File: src/rtl/pdi2c_pkg.sv
package pdi2c_pkg;

    // Bus-side protocol states
    typedef enum logic [3:0] {
        ST_IDLE,
        ST_ADDR,
        ST_ADDR_ACK,
        ST_PTR,
        ST_PTR_ACK,
        ST_WDATA,
        ST_WDATA_ACK,
        ST_RDATA,
        ST_RDATA_ACK
    } tgt_state_t;

    localparam int BYTE_W   = 8;
    localparam int BIT_CW   = $clog2(BYTE_W + 1);
    localparam int NUM_IRQ  = 2;
    localparam int IRQ_W    = NUM_IRQ * BYTE_W;

    // Register locations
    localparam logic [7:0] REG_CTRL0    = 8'h00;
    localparam logic [7:0] REG_CTRL1    = 8'h01;
    localparam logic [7:0] REG_STAT0    = 8'h02;
    localparam logic [7:0] REG_STAT1    = 8'h03;
    localparam logic [7:0] REG_IRQ_BASE = 8'h06;
    localparam logic [7:0] REG_STAT2    = 8'h0C;

endpackage

File: src/rtl/pdi2c_line_sync.sv
module pdi2c_line_sync #(
    parameter int STAGES = 2
) (
    input  logic clk,
    input  logic rst_n,
    input  logic scl_i,
    input  logic sda_i,
    output logic sda_s,
    output logic scl_rise,
    output logic scl_fall,
    output logic start_det,
    output logic stop_det
);
    logic [STAGES-1:0] scl_sh;
    logic [STAGES-1:0] sda_sh;
    logic              scl_p;
    logic              sda_p;
    logic              scl_s;

    // Bus idles high, so all stages reset to 1
    always_ff @(posedge clk or negedge rst_n) begin
        if (!rst_n) begin
            scl_sh <= '1;
            sda_sh <= '1;
            scl_p  <= 1'b1;
            sda_p  <= 1'b1;
        end else begin
            scl_sh <= {scl_sh[STAGES-2:0], scl_i};
            sda_sh <= {sda_sh[STAGES-2:0], sda_i};
            scl_p  <= scl_sh[STAGES-1];
            sda_p  <= sda_sh[STAGES-1];
        end
    end

    assign scl_s     = scl_sh[STAGES-1];
    assign sda_s     = sda_sh[STAGES-1];
    assign scl_rise  = scl_s & ~scl_p;
    assign scl_fall  = ~scl_s & scl_p;
    assign start_det = scl_s & scl_p & sda_p & ~sda_s;
    assign stop_det  = scl_s & scl_p & ~sda_p & sda_s;

endmodule

File: src/rtl/pdi2c_tgt_fsm.sv
module pdi2c_tgt_fsm
    import pdi2c_pkg::*;
#(
    parameter logic [6:0] TGT_ADDR = 7'b1000001
) (
    input  logic       clk,
    input  logic       rst_n,
    input  logic       sda_s,
    input  logic       scl_rise,
    input  logic       scl_fall,
    input  logic       start_det,
    input  logic       stop_det,
    input  logic [7:0] rd_data,
    output logic       sda_oe,
    output logic [7:0] reg_ptr,
    output logic       wr_en,
    output logic [7:0] wr_data
);
    tgt_state_t        state, nxt;
    logic [7:0]        shreg;
    logic [7:0]        txsr;
    logic [BIT_CW-1:0] bitcnt;
    logic              mnack;
    logic              byte_done;
    logic              addr_hit;
    logic              rx_state;
    logic              bus_evt;

    assign byte_done = (bitcnt == BIT_CW'(BYTE_W));
    assign addr_hit  = (shreg[7:1] == TGT_ADDR);
    assign rx_state  = (state == ST_ADDR) || (state == ST_PTR) || (state == ST_WDATA);
    assign bus_evt   = start_det || stop_det;

    // State register
    always_ff @(posedge clk or negedge rst_n) begin
        if (!rst_n) state <= ST_IDLE;
        else        state <= nxt;
    end

    // Next-state logic
    always_comb begin
        nxt = state;
        if (stop_det) begin
            nxt = ST_IDLE;
        end else if (start_det) begin
            nxt = ST_ADDR;
        end else begin
            unique case (state)
                ST_IDLE:      nxt = ST_IDLE;
                ST_ADDR:      if (scl_fall && byte_done) nxt = addr_hit ? ST_ADDR_ACK : ST_IDLE;
                ST_ADDR_ACK:  if (scl_fall) nxt = shreg[0] ? ST_RDATA : ST_PTR;
                ST_PTR:       if (scl_fall && byte_done) nxt = ST_PTR_ACK;
                ST_PTR_ACK:   if (scl_fall) nxt = ST_WDATA;
                ST_WDATA:     if (scl_fall && byte_done) nxt = ST_WDATA_ACK;
                ST_WDATA_ACK: if (scl_fall) nxt = ST_WDATA;
                ST_RDATA:     if (scl_fall && byte_done) nxt = ST_RDATA_ACK;
                ST_RDATA_ACK: if (scl_fall) nxt = mnack ? ST_IDLE : ST_RDATA;
                default:      nxt = ST_IDLE;
            endcase
        end
    end

    // Shift, bit count and pointer datapath
    always_ff @(posedge clk or negedge rst_n) begin
        if (!rst_n) begin
            shreg   <= '0;
            txsr    <= '0;
            bitcnt  <= '0;
            mnack   <= 1'b0;
            reg_ptr <= '0;
        end else if (bus_evt) begin
            bitcnt <= '0;
        end else begin
            if (scl_rise && rx_state && !byte_done) begin
                shreg  <= {shreg[6:0], sda_s};
                bitcnt <= bitcnt + 1'b1;
            end
            if (scl_rise && state == ST_RDATA && !byte_done)
                bitcnt <= bitcnt + 1'b1;
            if (scl_rise && state == ST_RDATA_ACK)
                mnack <= sda_s;
            if (scl_fall) begin
                if (rx_state && byte_done)
                    bitcnt <= '0;
                if (state == ST_PTR && byte_done)
                    reg_ptr <= shreg;
                if (state == ST_WDATA && byte_done)
                    reg_ptr <= reg_ptr + 8'd1;
                if ((state == ST_ADDR_ACK && shreg[0]) ||
                    (state == ST_RDATA_ACK && !mnack)) begin
                    txsr    <= rd_data;
                    reg_ptr <= reg_ptr + 8'd1;
                end
                if (state == ST_RDATA) begin
                    if (byte_done) bitcnt <= '0;
                    else           txsr   <= {txsr[6:0], 1'b0};
                end
            end
        end
    end

    assign wr_en   = (state == ST_WDATA) && scl_fall && byte_done && !bus_evt;
    assign wr_data = shreg;

    // Output logic: open-drain pull-down only
    always_comb begin
        unique case (state)
            ST_ADDR_ACK, ST_PTR_ACK, ST_WDATA_ACK: sda_oe = 1'b1;
            ST_RDATA:                              sda_oe = ~txsr[7];
            default:                               sda_oe = 1'b0;
        endcase
    end

endmodule

File: src/rtl/pdi2c_regbank.sv
module pdi2c_regbank
    import pdi2c_pkg::*;
(
    input  logic             clk,
    input  logic             rst_n,
    input  logic             wr_en,
    input  logic [7:0]       reg_ptr,
    input  logic [7:0]       wr_data,
    input  logic [7:0]       stat0_i,
    input  logic [7:0]       stat1_i,
    input  logic [7:0]       stat2_i,
    input  logic [IRQ_W-1:0] evt_i,
    output logic [7:0]       ctrl0_o,
    output logic [7:0]       ctrl1_o,
    output logic [IRQ_W-1:0] irq_flags_o,
    output logic [7:0]       rd_data
);
    always_ff @(posedge clk or negedge rst_n) begin
        if (!rst_n) begin
            ctrl0_o <= '0;
            ctrl1_o <= '0;
        end else if (wr_en) begin
            if (reg_ptr == REG_CTRL0) ctrl0_o <= wr_data;
            if (reg_ptr == REG_CTRL1) ctrl1_o <= wr_data;
        end
    end

    // Interrupt bytes: a write clears, a same-cycle event re-sets
    for (genvar g = 0; g < NUM_IRQ; g++) begin : g_irq
        logic [7:0] flags;
        logic       clr;
        assign clr = wr_en && (reg_ptr == REG_IRQ_BASE + 8'(g));
        always_ff @(posedge clk or negedge rst_n) begin
            if (!rst_n) flags <= '0;
            else        flags <= (clr ? 8'h00 : flags) | evt_i[g*BYTE_W +: BYTE_W];
        end
        assign irq_flags_o[g*BYTE_W +: BYTE_W] = flags;
    end

    always_comb begin
        rd_data = 8'h00;
        case (reg_ptr)
            REG_CTRL0: rd_data = ctrl0_o;
            REG_CTRL1: rd_data = ctrl1_o;
            REG_STAT0: rd_data = stat0_i;
            REG_STAT1: rd_data = stat1_i;
            REG_STAT2: rd_data = stat2_i;
            default:   rd_data = 8'h00;
        endcase
        for (int g = 0; g < NUM_IRQ; g++)
            if (reg_ptr == REG_IRQ_BASE + 8'(g))
                rd_data = irq_flags_o[g*BYTE_W +: BYTE_W];
    end

endmodule

File: src/rtl/pdi2c_target.sv
module pdi2c_target
    import pdi2c_pkg::*;
#(
    parameter logic [6:0] TGT_ADDR    = 7'b1000001,
    parameter int         SYNC_STAGES = 2
) (
    input  logic       clk,
    input  logic       rst_n,
    input  logic       scl_i,
    input  logic       sda_i,
    output logic       sda_oe_o,
    output logic [7:0] ctrl0_o,
    output logic [7:0] ctrl1_o,
    input  logic [7:0] stat0_i,
    input  logic [7:0] stat1_i,
    input  logic [7:0] stat2_i,
    input  logic [7:0] irq0_evt_i,
    input  logic [7:0] irq1_evt_i,
    output logic       irq_n_o
);
    logic             sda_s, scl_rise, scl_fall, start_det, stop_det;
    logic             wr_en;
    logic [7:0]       reg_ptr, wr_data, rd_data;
    logic [IRQ_W-1:0] irq_flags;
    logic [IRQ_W-1:0] evt_flags;

    assign evt_flags = {irq1_evt_i, irq0_evt_i};

    pdi2c_line_sync #(.STAGES(SYNC_STAGES)) u_sync (
        .clk       (clk),
        .rst_n     (rst_n),
        .scl_i     (scl_i),
        .sda_i     (sda_i),
        .sda_s     (sda_s),
        .scl_rise  (scl_rise),
        .scl_fall  (scl_fall),
        .start_det (start_det),
        .stop_det  (stop_det)
    );

    pdi2c_tgt_fsm #(.TGT_ADDR(TGT_ADDR)) u_fsm (
        .clk       (clk),
        .rst_n     (rst_n),
        .sda_s     (sda_s),
        .scl_rise  (scl_rise),
        .scl_fall  (scl_fall),
        .start_det (start_det),
        .stop_det  (stop_det),
        .rd_data   (rd_data),
        .sda_oe    (sda_oe_o),
        .reg_ptr   (reg_ptr),
        .wr_en     (wr_en),
        .wr_data   (wr_data)
    );

    pdi2c_regbank u_regs (
        .clk         (clk),
        .rst_n       (rst_n),
        .wr_en       (wr_en),
        .reg_ptr     (reg_ptr),
        .wr_data     (wr_data),
        .stat0_i     (stat0_i),
        .stat1_i     (stat1_i),
        .stat2_i     (stat2_i),
        .evt_i       (evt_flags),
        .ctrl0_o     (ctrl0_o),
        .ctrl1_o     (ctrl1_o),
        .irq_flags_o (irq_flags),
        .rd_data     (rd_data)
    );

    assign irq_n_o = ~(|irq_flags);

endmodule

File: config.mk
export PLATFORM = sky130hd
export DESIGN_NAME = pdi2c_target
export DESIGN_NICKNAME = d
export VERILOG_FILES = /design/src/rtl/pdi2c_pkg.sv /design/src/rtl/pdi2c_line_sync.sv /design/src/rtl/pdi2c_tgt_fsm.sv /design/src/rtl/pdi2c_regbank.sv /design/src/rtl/pdi2c_target.sv
export SDC_FILE = /design/constraint.sdc
export NUM_CORES = 1
export LEC_CHECK = 0
export ABC_CLOCK_PERIOD_IN_PS = 6600
export BUFFER_PORTS_ARGS = -buffer_cell sky130_fd_sc_hd__buf_2
export CORE_UTILIZATION = 50
export DETAILED_ROUTE_END_ITERATION = 8
export PLACE_DENSITY_LB_ADDON = 0.25
export SYNTH_ARGS = -nofsm -noshare
export SYNTH_HDL_FRONTEND = slang
export SYNTH_HIERARCHICAL = 1
export SYNTH_SLANG_ARGS = --single-unit
File: constraint.sdc
create_clock -name clk -period 6.6 [get_ports clk]
set_input_delay 0 -clock clk [delete_from_list [all_inputs] [get_ports clk]]
set_output_delay 0 -clock clk [all_outputs]
set_load 0.01 [all_outputs]
; ---- Word-level counts from Yosys, hierarchy flattened
; Index checks and enable logic that the tools add are counted.
[totals]
reg_bits = 71
out_inout_bits = 18
[op_classes]
add_sub_neg = 2
n_eq_ne = 23
n_mux = 32
n_bitwise = 16
reduce_logical = 35
[op_table]
columns = op, n
row1 = $mux W8, 10
row2 = $mux W4, 16
row3 = $pmux W8 S5, 1
row4 = $pmux W4 S7, 1
row5 = $ne A4 B1 Y1 const B, 5
row6 = $eq A4 B3 Y1 const B, 4
row7 = $eq A8 B2 Y1 const B, 2
row8 = $eq A8 B3 Y1 const B, 2
row9 = $logic_and A1 B1 Y1, 16
row10 = $or A8 B8 Y8, 2
row11 = $reduce_or A16 Y1, 1
row12 = $reduce_and A2 Y1, 5
row13 = $add A8 B1 Y8 const B, 1
row14 = $eq A4 B2 Y1 const B, 2
row15 = $eq A4 B4 Y1 const B, 2
row16 = $eq A8 B1 Y1 const B, 1
row17 = $eq A8 B4 Y1 const B, 1
row18 = $logic_not A8 Y1, 1
row19 = $ne A4 B2 Y1 const B, 2
row20 = $and A1 B1 Y1, 7
row21 = $eq A7 B7 Y1 const B, 1
row22 = $not A1 Y1, 7
row23 = $reduce_and A7 Y1, 1
row24 = $mux W3, 2
row25 = other kinds (10), 15

; ---- Depth between registers and ports, before layout
; Gate-level depths: netlist (run 1).
[logic_depth]
word_depth = 12
ltp_mapped = 10

; ---- Modules after synthesis
; The synthesis (run 1) kept the hierarchy.
[by_module_without_submodules]
columns = mod, instances, cells_per_inst, area_each_um2, seq_area_each_um2
row1 = pdi2c_tgt_fsm, 1, 202, 1868.0, 825.8
row2 = pdi2c_regbank, 1, 143, 1750.4, 800.8
row3 = pdi2c_line_sync, 1, 10, 190.2, 157.7
row4 = pdi2c_target, 1, 5, 33.8, 0.0

; ---- Worst setup path after synthesis (run 1)
; No wires, ideal clock.
[synth_path]
path_type = register to register
startpoint = register u_sync.sda_sh[1]
endpoint = register u_regs.ctrl0_o[0]
setup_ns = 0.125
arrival_ns = 2.109
required_ns = 6.475
slack_ns = 4.367
stages_incl_launch_ff = 10
period_less_slack_ns = 2.233
cell_sequence = dfstp_2 -> and4b_1 -> nor2_2 -> nand2_1 -> nor2_1 -> nand2b_1 -> nor4_4 -> and2b_1 -> buf_6 -> mux2_2
[synth_via]
elab_chain_len = 6
elab_cells_between_ends = 7
classes_between = bitwise (3) / reduce/logical (4)
[synth_lines]
columns = item, line_no
row1 = from (decl), pdi2c_line_sync.sv:15  ; logic [STAGES-1:0] sda_sh;
row2 = from (signal assigned), pdi2c_line_sync.sv:29  ; sda_sh <= {sda_sh[STAGES-2:0], sda_i};
row3 = $not A1 Y1, pdi2c_line_sync.sv:39  ; assign start_det = scl_s & scl_p & sda_p & ~sda_s;
row4 = $and A1 B1 Y1, pdi2c_line_sync.sv:39
row5 = named net start_det, pdi2c_target.sv:21  ; logic sda_s, scl_rise, scl_fall, start_det, stop_det;
row6 = $logic_or A1 B1 Y1, pdi2c_tgt_fsm.sv:32  ; assign bus_evt = start_det || stop_det;
row7 = $logic_not A1 Y1, pdi2c_tgt_fsm.sv:102  ; assign wr_en = (state == ST_WDATA) && scl_fall && byte_done && !bus_evt;
row8 = $logic_and A1 B1 Y1, pdi2c_tgt_fsm.sv:102
row9 = named net wr_en, pdi2c_target.sv:22  ; logic wr_en;
row10 = $reduce_and A2 Y1 (no line), -
row11 = to (signal assigned), pdi2c_regbank.sv:23  ; if (reg_ptr == REG_CTRL0) ctrl0_o <= wr_data;
row12 = to (decl), pdi2c_regbank.sv:13  ; output logic [7:0] ctrl0_o,
; The timed path passes the listed nets, and every way through them passes these cells.
; A chain may end at the register's enable or synchronous reset.

; ---- Final worst setup path (run 1)
[layout_path]
startpoint = register u_sync.sda_sh[1]
endpoint = register u_regs.ctrl0_o[7]
; The elaborated chain is that of the path after synthesis.

==> reports/metrics.csv, run 1 <==
stage;metric;value;unit
hold_path;Worst Hold Class;primary input to register;
synthesis;Synth Area in Adders;0.977;%
sta;Final min period;2.70;ns
sta;FMAX;371;MHz
synthesis;cells after synthesis;360;
synthesis;Synth warnings;6;
sta;final hold vios;0;
global_route;grt total ovfl;0;
finish;Design Area, Final;0.00457;mm^2
power;leakage power;1.98;nW
synthesis;Cell Area, Synth;0.00384;mm^2
die;I/O pin count;62;
finish;Synth-to-Final Area Change;18.9;%
synthesis;Synth Area in Compound Gates;16.6;%
synthesis;synthesis-stage register bit count;71;
clock_network;CTS tree;yes;
routing;routed len/inst;16.6;um
synthesis;Synth Area in Simple Gates;17.4;%
global_route;first-pass GRT wire length;14400;um
placed_design;Place WS;3.94;ns
synthesis;combinational family with the most area after synthesis;simple AND/OR/NAND/NOR gates;
global_route;GRT Util Overall;24.3;%
sta;Max Clock Skew;0.00868;ns
global_route;vias in the first global route;2860;
synthesis;Yosys cell types;63;
synthesis;syn avg cell area;10.7;um^2
synthesis;Post-Synth XOR/XNOR Area;0.684;%
finish;most frequent cells in the layout;65 x dfrtp_1, 61 x buf_2, 25 x mux2_2;
sta;Setup-failing EPs final;0;
finish;fin nets;485;
worst_setup_path;data arrival time of the critical path;2.93;ns
synthesis;Post-Syn Nets;407;
routing;DRC Markers;0;
placed_design;Final Wtd Congestion;0.873;
worst_setup_path;Crit Path Class;register to register;
sta;worst setup margin;3.90;ns
clock_network;total CTS buffers;9;
die;width of the die;89.7;um
synthesis;mux share of post-synthesis cell area;13.5;%
die;starting density of the core;52.4;%
synthesis;Async SR Flop Fraction;100;%
finish;layout cells sized above 1;29.3;%
clock_network;clk sink count;71;
synthesis;register area share after synthesis;46.4;%
flow_run;Max Cap Violations;0;
sta;Slew @ Worst Pin;0.867;ns
power;Peak VDD IR;148;uV
routing;TritonRoute pass-1 iters;4;
finish;Final Util;62.3;%
clock_network;clk buf depth;2;
routing;final wirelength;9010;um
synthesis;Post-synth EDFFs;0;
clock_network;H-tree depth;3;
sta;Tcrit/Tclk final;40.8;%
power;pwr dens;206;mW/mm^2
finish;ANT cells;0;
die;core area;0.00733;mm^2
routing;DRT iter0 DRCs;164;
sta;Final TNS setup;0;ns
sta;fin. max-slew vios;0;
worst_setup_path;worst-path maximum fanout;8;
die;Die ar.;0.00804;mm^2
placed_design;Placed Area;0.00418;mm^2
routing;Post-DRT Antenna Nets;0;
clock_network;Worst-path clk slew;0.08;ns
routing;Vias;3145;
global_route;largest net degree at the start of global routing;72;
worst_setup_path;Worst Setup End Kind;register;
finish;most common cell after layout, fill and taps aside;dfrtp_1;
synthesis;Synth Flop Type;dfrtp_1;
placed_design;Port-buffer cells;61;
placed_design;DPL Wire Length;6300;um
sta;RSZ-0062 raised after global routing;false;
die;Die Y;89.7;um
global_route;initial antenna violation count;0;
clock_network;Root Buffer Master;clkbuf_8;
clock_network;clock latency on the worst-skew pair;0.35;ns
die;num rows;31;
routing;Via density;5.80;
status;status;complete, no violations;
sta;minimum hold slack;0.115;ns
worst_setup_path;Required @ worst endpoint;6.84;ns
sta;slew margin rel.;42.2;%
worst_setup_path;Critical Path Start Type;register;
[worst paths after layout]
path	startpoint	end	slack, ns	cells after the start
setup / recovery	u_sync/sda_sh[1]	u_regs/ctrl0_o[7]	3.90	8
hold / removal	stat2_i[0]	u_fsm/txsr[0]	0.11	5
setup reg to reg	u_sync/sda_sh[1]	u_regs/ctrl0_o[7]	3.90	8
hold reg to reg	u_sync/sda_sh[0]	u_sync/sda_sh[1]	0.36	0
max in group asynchronous	rst_n	u_fsm/wr_data[6]	5.66	3
min in group asynchronous	rst_n	u_regs/g_irq[0].flags[0]	0.38	3
[synth_stat cells, types with 7 or more instances]
cell     instances  share of area, %
a21o_1          20               3.9
a21oi_1         20               2.6
dfrtp_1         65                42
inv_1           15               1.5
mux2_2          25               7.3
mux2i_1         17               4.4
nand2_1         21               2.1
nand3_1         18               2.3
nor2_1          13               1.3
nor4_1           7               1.1
o21ai_0         15               2.0
o22ai_1         13               2.1
[cell type report]
type | count | area (um^2)
Tap cell | 99 | 124
Sequential cell | 71 | 1780
Timing Repair Buffer | 83 | 518
Multi-Input combinational cell | 258 | 1890
Fill cell | 607 | 2760
Inverter | 15 | 56.3
Clock buffer | 11 | 141
Clock inverter | 5 | 57.6
[critical path, stage by stage (launching register included)]
cell,delay (ns)
dfstp_2,0.56
and4b_1,0.28
nor2_2,0.22
nand2_1,0.14
nor2_1,0.29
nand2b_1,0.14
nor4_4,0.17
and2b_1,0.39
mux2_2,0.39
[flip-flops by register name, indices dropped and copies added, names as in the netlist]
signal	flops
u_sync/scl_sh	2
u_sync/scl_p	1
u_fsm/mnack	1
u_fsm/wr_data	8
u_regs/g_irq.flags	16
u_regs/ctrl0_o	8
u_fsm/reg_ptr	8
u_regs/ctrl1_o	8
u_sync/sda_p	1
u_fsm/bitcnt	4
u_sync/sda_sh	2
u_fsm/txsr	8
u_fsm/state	4
[routing by layer]
metal | global-route usage [%] | vias up | wire (um)
li1 | - | 1505 | -
met1 | 36.0 | 1547 | 4260
met2 | 34.6 | 84 | 4080
met3 | 6.40 | 9 | 571
met4 | 8.08 | 0 | 100
met5 | 0 | - | 0
[report_power, final]
| part | total (W) | switching (W) | internal [W] |
|---|---|---|---|
| clock network | 0.000346 | 0.000162 | 0.000184 |
| registers | 0.000497 | 0.0000380 | 0.000459 |
| logic | 0.0000998 | 0.0000490 | 0.0000508 |
| total | 0.000943 | 0.000249 | 0.000694 |
[through the flow]
| stage | std cells | total power, W |
|---|---|---|
| after floorplan | 360 | 0.000550 |
| after global placement | 507 | 0.000595 |
| after detailed placement | 507 | 0.000598 |
| after CTS | 542 | 0.000954 |
| after global routing | 542 | 0.000987 |
| final | 542 | 0.000943 |
[timing repair]
item	in CTS	in global routing
endpoints found under the hold margin	83	0
hold buffers	19	0
gates resized for setup	0	0
setup buffers	0	0
[cells by family (layout without fill, tap and decap cells)]
logic type / Yosys count / count (layout)
compound gates: 95 / 95
xor+xnor: 3 / 3
fa+ha+maj: 3 / 3
buf+inv: 31 / 114
flops: 71 / 71
mux: 45 / 45
simple gates: 112 / 112
No activity file was read; power rests on OpenSTA's default activity.
==> inputs of run 2 (changes only) <==
--- a/config.mk
+++ b/config.mk
@@ -5,7 +5,7 @@
 export SDC_FILE = /design/constraint.sdc
 export NUM_CORES = 1
 export LEC_CHECK = 0
-export ABC_CLOCK_PERIOD_IN_PS = 6600
+export ABC_CLOCK_PERIOD_IN_PS = 2800
 export BUFFER_PORTS_ARGS = -buffer_cell sky130_fd_sc_hd__buf_2
 export CORE_UTILIZATION = 50
 export DETAILED_ROUTE_END_ITERATION = 8
==> constraint.sdc (replaced) <==
create_clock -name clk -period 2.8 [get_ports clk]
set_input_delay 0 -clock clk [delete_from_list [all_inputs] [get_ports clk]]
set_output_delay 0 -clock clk [all_outputs]
set_load 0.01 [all_outputs]
==> run 2 against run 1 <==
Net effect: worst hold slack worse by 0.053 ns; global-route usage is 1.0 points higher; maximum frequency is 4.1% higher; count of clock-buffer cells in the layout stayed put; first-iteration DRC count is 35% higher; worst setup slack worse by 3.7 ns; sequential power is 140% higher; critical endpoint is now u_regs/ctrl0_o[2].
==> reports/metrics.csv, run 2 (same netlist as run 1, synthesis figures left out) <==
stage;metric;value;unit;change
die;I/O pin count;62;;unchanged
routing;Post-DRT Antenna Nets;0;;unchanged
worst_setup_path;CP Cell Sequence;and4b_1, nor2_2, nand2_1, nor2_1, nand2b_1, nor4_4, and2b_1, mux2_2;;
worst_setup_path;data arrival time of the critical path;2.81;ns;-0.12 ns
finish;non-filler cells, final;548;;+1.1%
worst_setup_path;Required @ worst endpoint;3.02;ns;-3.82 ns
die;starting density of the core;52.4;%;unchanged
status;status;complete, no violations;;
clock_network;H-tree depth;3;;unchanged
finish;ANT cells;0;;unchanged
global_route;largest net degree at the start of global routing;37;;-49%
sta;Slew @ Worst Pin;0.594;ns;-0.273 ns
worst_setup_path;Crit Path Class;register to register;;
clock_network;Root Buffer Master;clkbuf_8;;
sta;Max Clock Skew;0.0122;ns;+0.00351 ns
flow_run;Max Cap Violations;0;;unchanged
clock_network;Post-CTS Setup Bufs;0;;unchanged
finish;Reg with most FFs;u_regs/g_irq.flags;;
clock_network;Worst-path clk slew;0.08;ns;about the same
sta;FMAX;386;MHz;+4.1%
clock_network;clock latency on the worst-skew pair;0.35;ns;about the same
finish;Synth-to-Final Area Change;19.9;%;
global_route;GRT Util Overall;25.4;%;+1.0 points
die;core area;0.00733;mm^2;unchanged
power;Total Power;0.00222;W;+140%
clock_network;clk sink count;71;;unchanged
finish;most frequent cells in the layout;65 x dfrtp_1, 61 x buf_2, 25 x mux2_2;;
placed_design;Final Wtd Congestion;0.884;;+1.2%
sta;Final TNS setup;0;ns;unchanged
routing;TritonRoute pass-1 iters;5;;+1
finish;fin nets;491;;+1.2%
finish;Final Util;62.8;%;+0.51 points
global_route;grt total ovfl;0;;unchanged
clock_network;total CTS buffers;9;;unchanged
die;num rows;31;;unchanged
die;Die Y;89.7;um;unchanged
sta;Setup-failing EPs final;0;;unchanged
finish;layout cells sized above 1;30.1;%;+0.72 points
die;width of the die;89.7;um;unchanged
sta;fin. max-slew vios;0;;unchanged
power;Peak VDD IR;434;uV;+190%
finish;most common cell after layout, fill and taps aside;dfrtp_1;;
clock_network;CTS tree;yes;;
finish;Design Area, Final;0.00461;mm^2;+0.82%
worst_setup_path;WP buf/inv;0;;unchanged
placed_design;Placed Area;0.00423;mm^2;+1.1%
worst_setup_path;Worst Setup End Kind;register;;
power;leakage power;2.01;nW;+1.6%
routing;Via density;5.86;;+1.0%
worst_setup_path;Critical Path Start Type;register;;
global_route;vias in the first global route;2974;;+4.0%
global_route;first-pass GRT wire length;15200;um;+5.2%
placed_design;placed insts;513;;+1.2%
worst_setup_path;worst-path maximum fanout;8;;unchanged
routing;final wirelength;9360;um;+3.8%
hold_path;Worst Hold Class;primary input to async pin;;
sta;slew margin rel.;60.4;%;+18 points
worst_setup_path;crit-path max cell delay;0.56;ns;about the same
clock_network;clk buf depth;2;;unchanged
worst_setup_path;Crit path max-delay family;simple AND/OR/NAND/NOR gates;;
die;Die ar.;0.00804;mm^2;unchanged
sta;Tcrit/Tclk final;92.5;%;+52 points
finish;max FFs per register;16;;unchanged
placed_design;Port-buffer cells;61;;unchanged
worst_setup_path;crit path max-delay cell type;dfstp_2;;
power;pwr dens;482;mW/mm^2;+130%
sta;RSZ-0062 raised after global routing;false;;
global_route;initial antenna violation count;0;;unchanged
placed_design;DPL Wire Length;6670;um;+6.0%
routing;DRT iter0 DRCs;221;;+35%
routing;Vias;3212;;+2.1%
sta;Final min period;2.59;ns;-0.105 ns
sta;final hold vios;0;;unchanged
routing;DRC Markers;0;;unchanged
routing;routed len/inst;17.1;um;+2.7%
## run 2: changes by cell type in the layout (fill, tap and decap cells not counted), sizes merged
cell,change
clkinvlp,-2
buf,+6
clkinv,+2
## run 2: cell type report
| cell class | count | area, um^2 |
|---|---|---|
| Clock buffer | 11 | 131 |
| Inverter | 15 | 56.3 |
| Multi-Input combinational cell | 258 | 1890 |
| Clock inverter | 5 | 60.1 |
| Timing Repair Buffer | 89 | 563 |
| Tap cell | 99 | 124 |
| Sequential cell | 71 | 1780 |
| Fill cell | 595 | 2720 |
## run 2: report_power, final
group / internal, W / total [W] / switching, W
logic: 0.000126 / 0.000245 / 0.000119
registers: 0.00108 / 0.00118 / 0.0000924
clock network: 0.000414 / 0.000799 / 0.000386
## run 2: per-stage QoR
step / setup WS [ns] / hold WS, ns
6_report: 0.210 / 0.0621
5_1_grt: 0.0353 / 0.0925
4_1_cts: 0.247 / 0.0652
3_5_place_dp: 0.257 / -0.0915
3_3_place_gp: 0.316 / -0.0890
2_1_floorplan: 0.567 / -0.296
## run 2: worst paths after layout
check | to | start | cells past startpoint | slack [ns]
setup / recovery | u_regs/ctrl0_o[2] | u_sync/sda_sh[1] | 8 | 0.21
hold / removal | u_fsm/txsr[3] | rst_n | 2 | 0.06
setup reg to reg | u_regs/ctrl0_o[2] | u_sync/sda_sh[1] | 8 | 0.21
hold reg to reg | u_sync/scl_sh[1] | u_sync/scl_sh[0] | 0 | 0.36
max in group asynchronous | u_sync/scl_sh[1] | rst_n | 3 | 1.94
min in group clk | u_fsm/txsr[0] | stat2_i[0] | 5 | 0.09
## run 2: routing by layer
metal	up-vias	global-route usage (%)	wire, um
li1	1509	-	-
met1	1588	36.7	4470
met2	103	38.4	4260
met3	12	4.20	485
met4	0	9.38	135
met5	-	0	0
## run 2: repair_timing
action	in CTS	in global routing
hold buffers	19	0
hold endpoints to repair	60	0
gates resized for setup	0	0
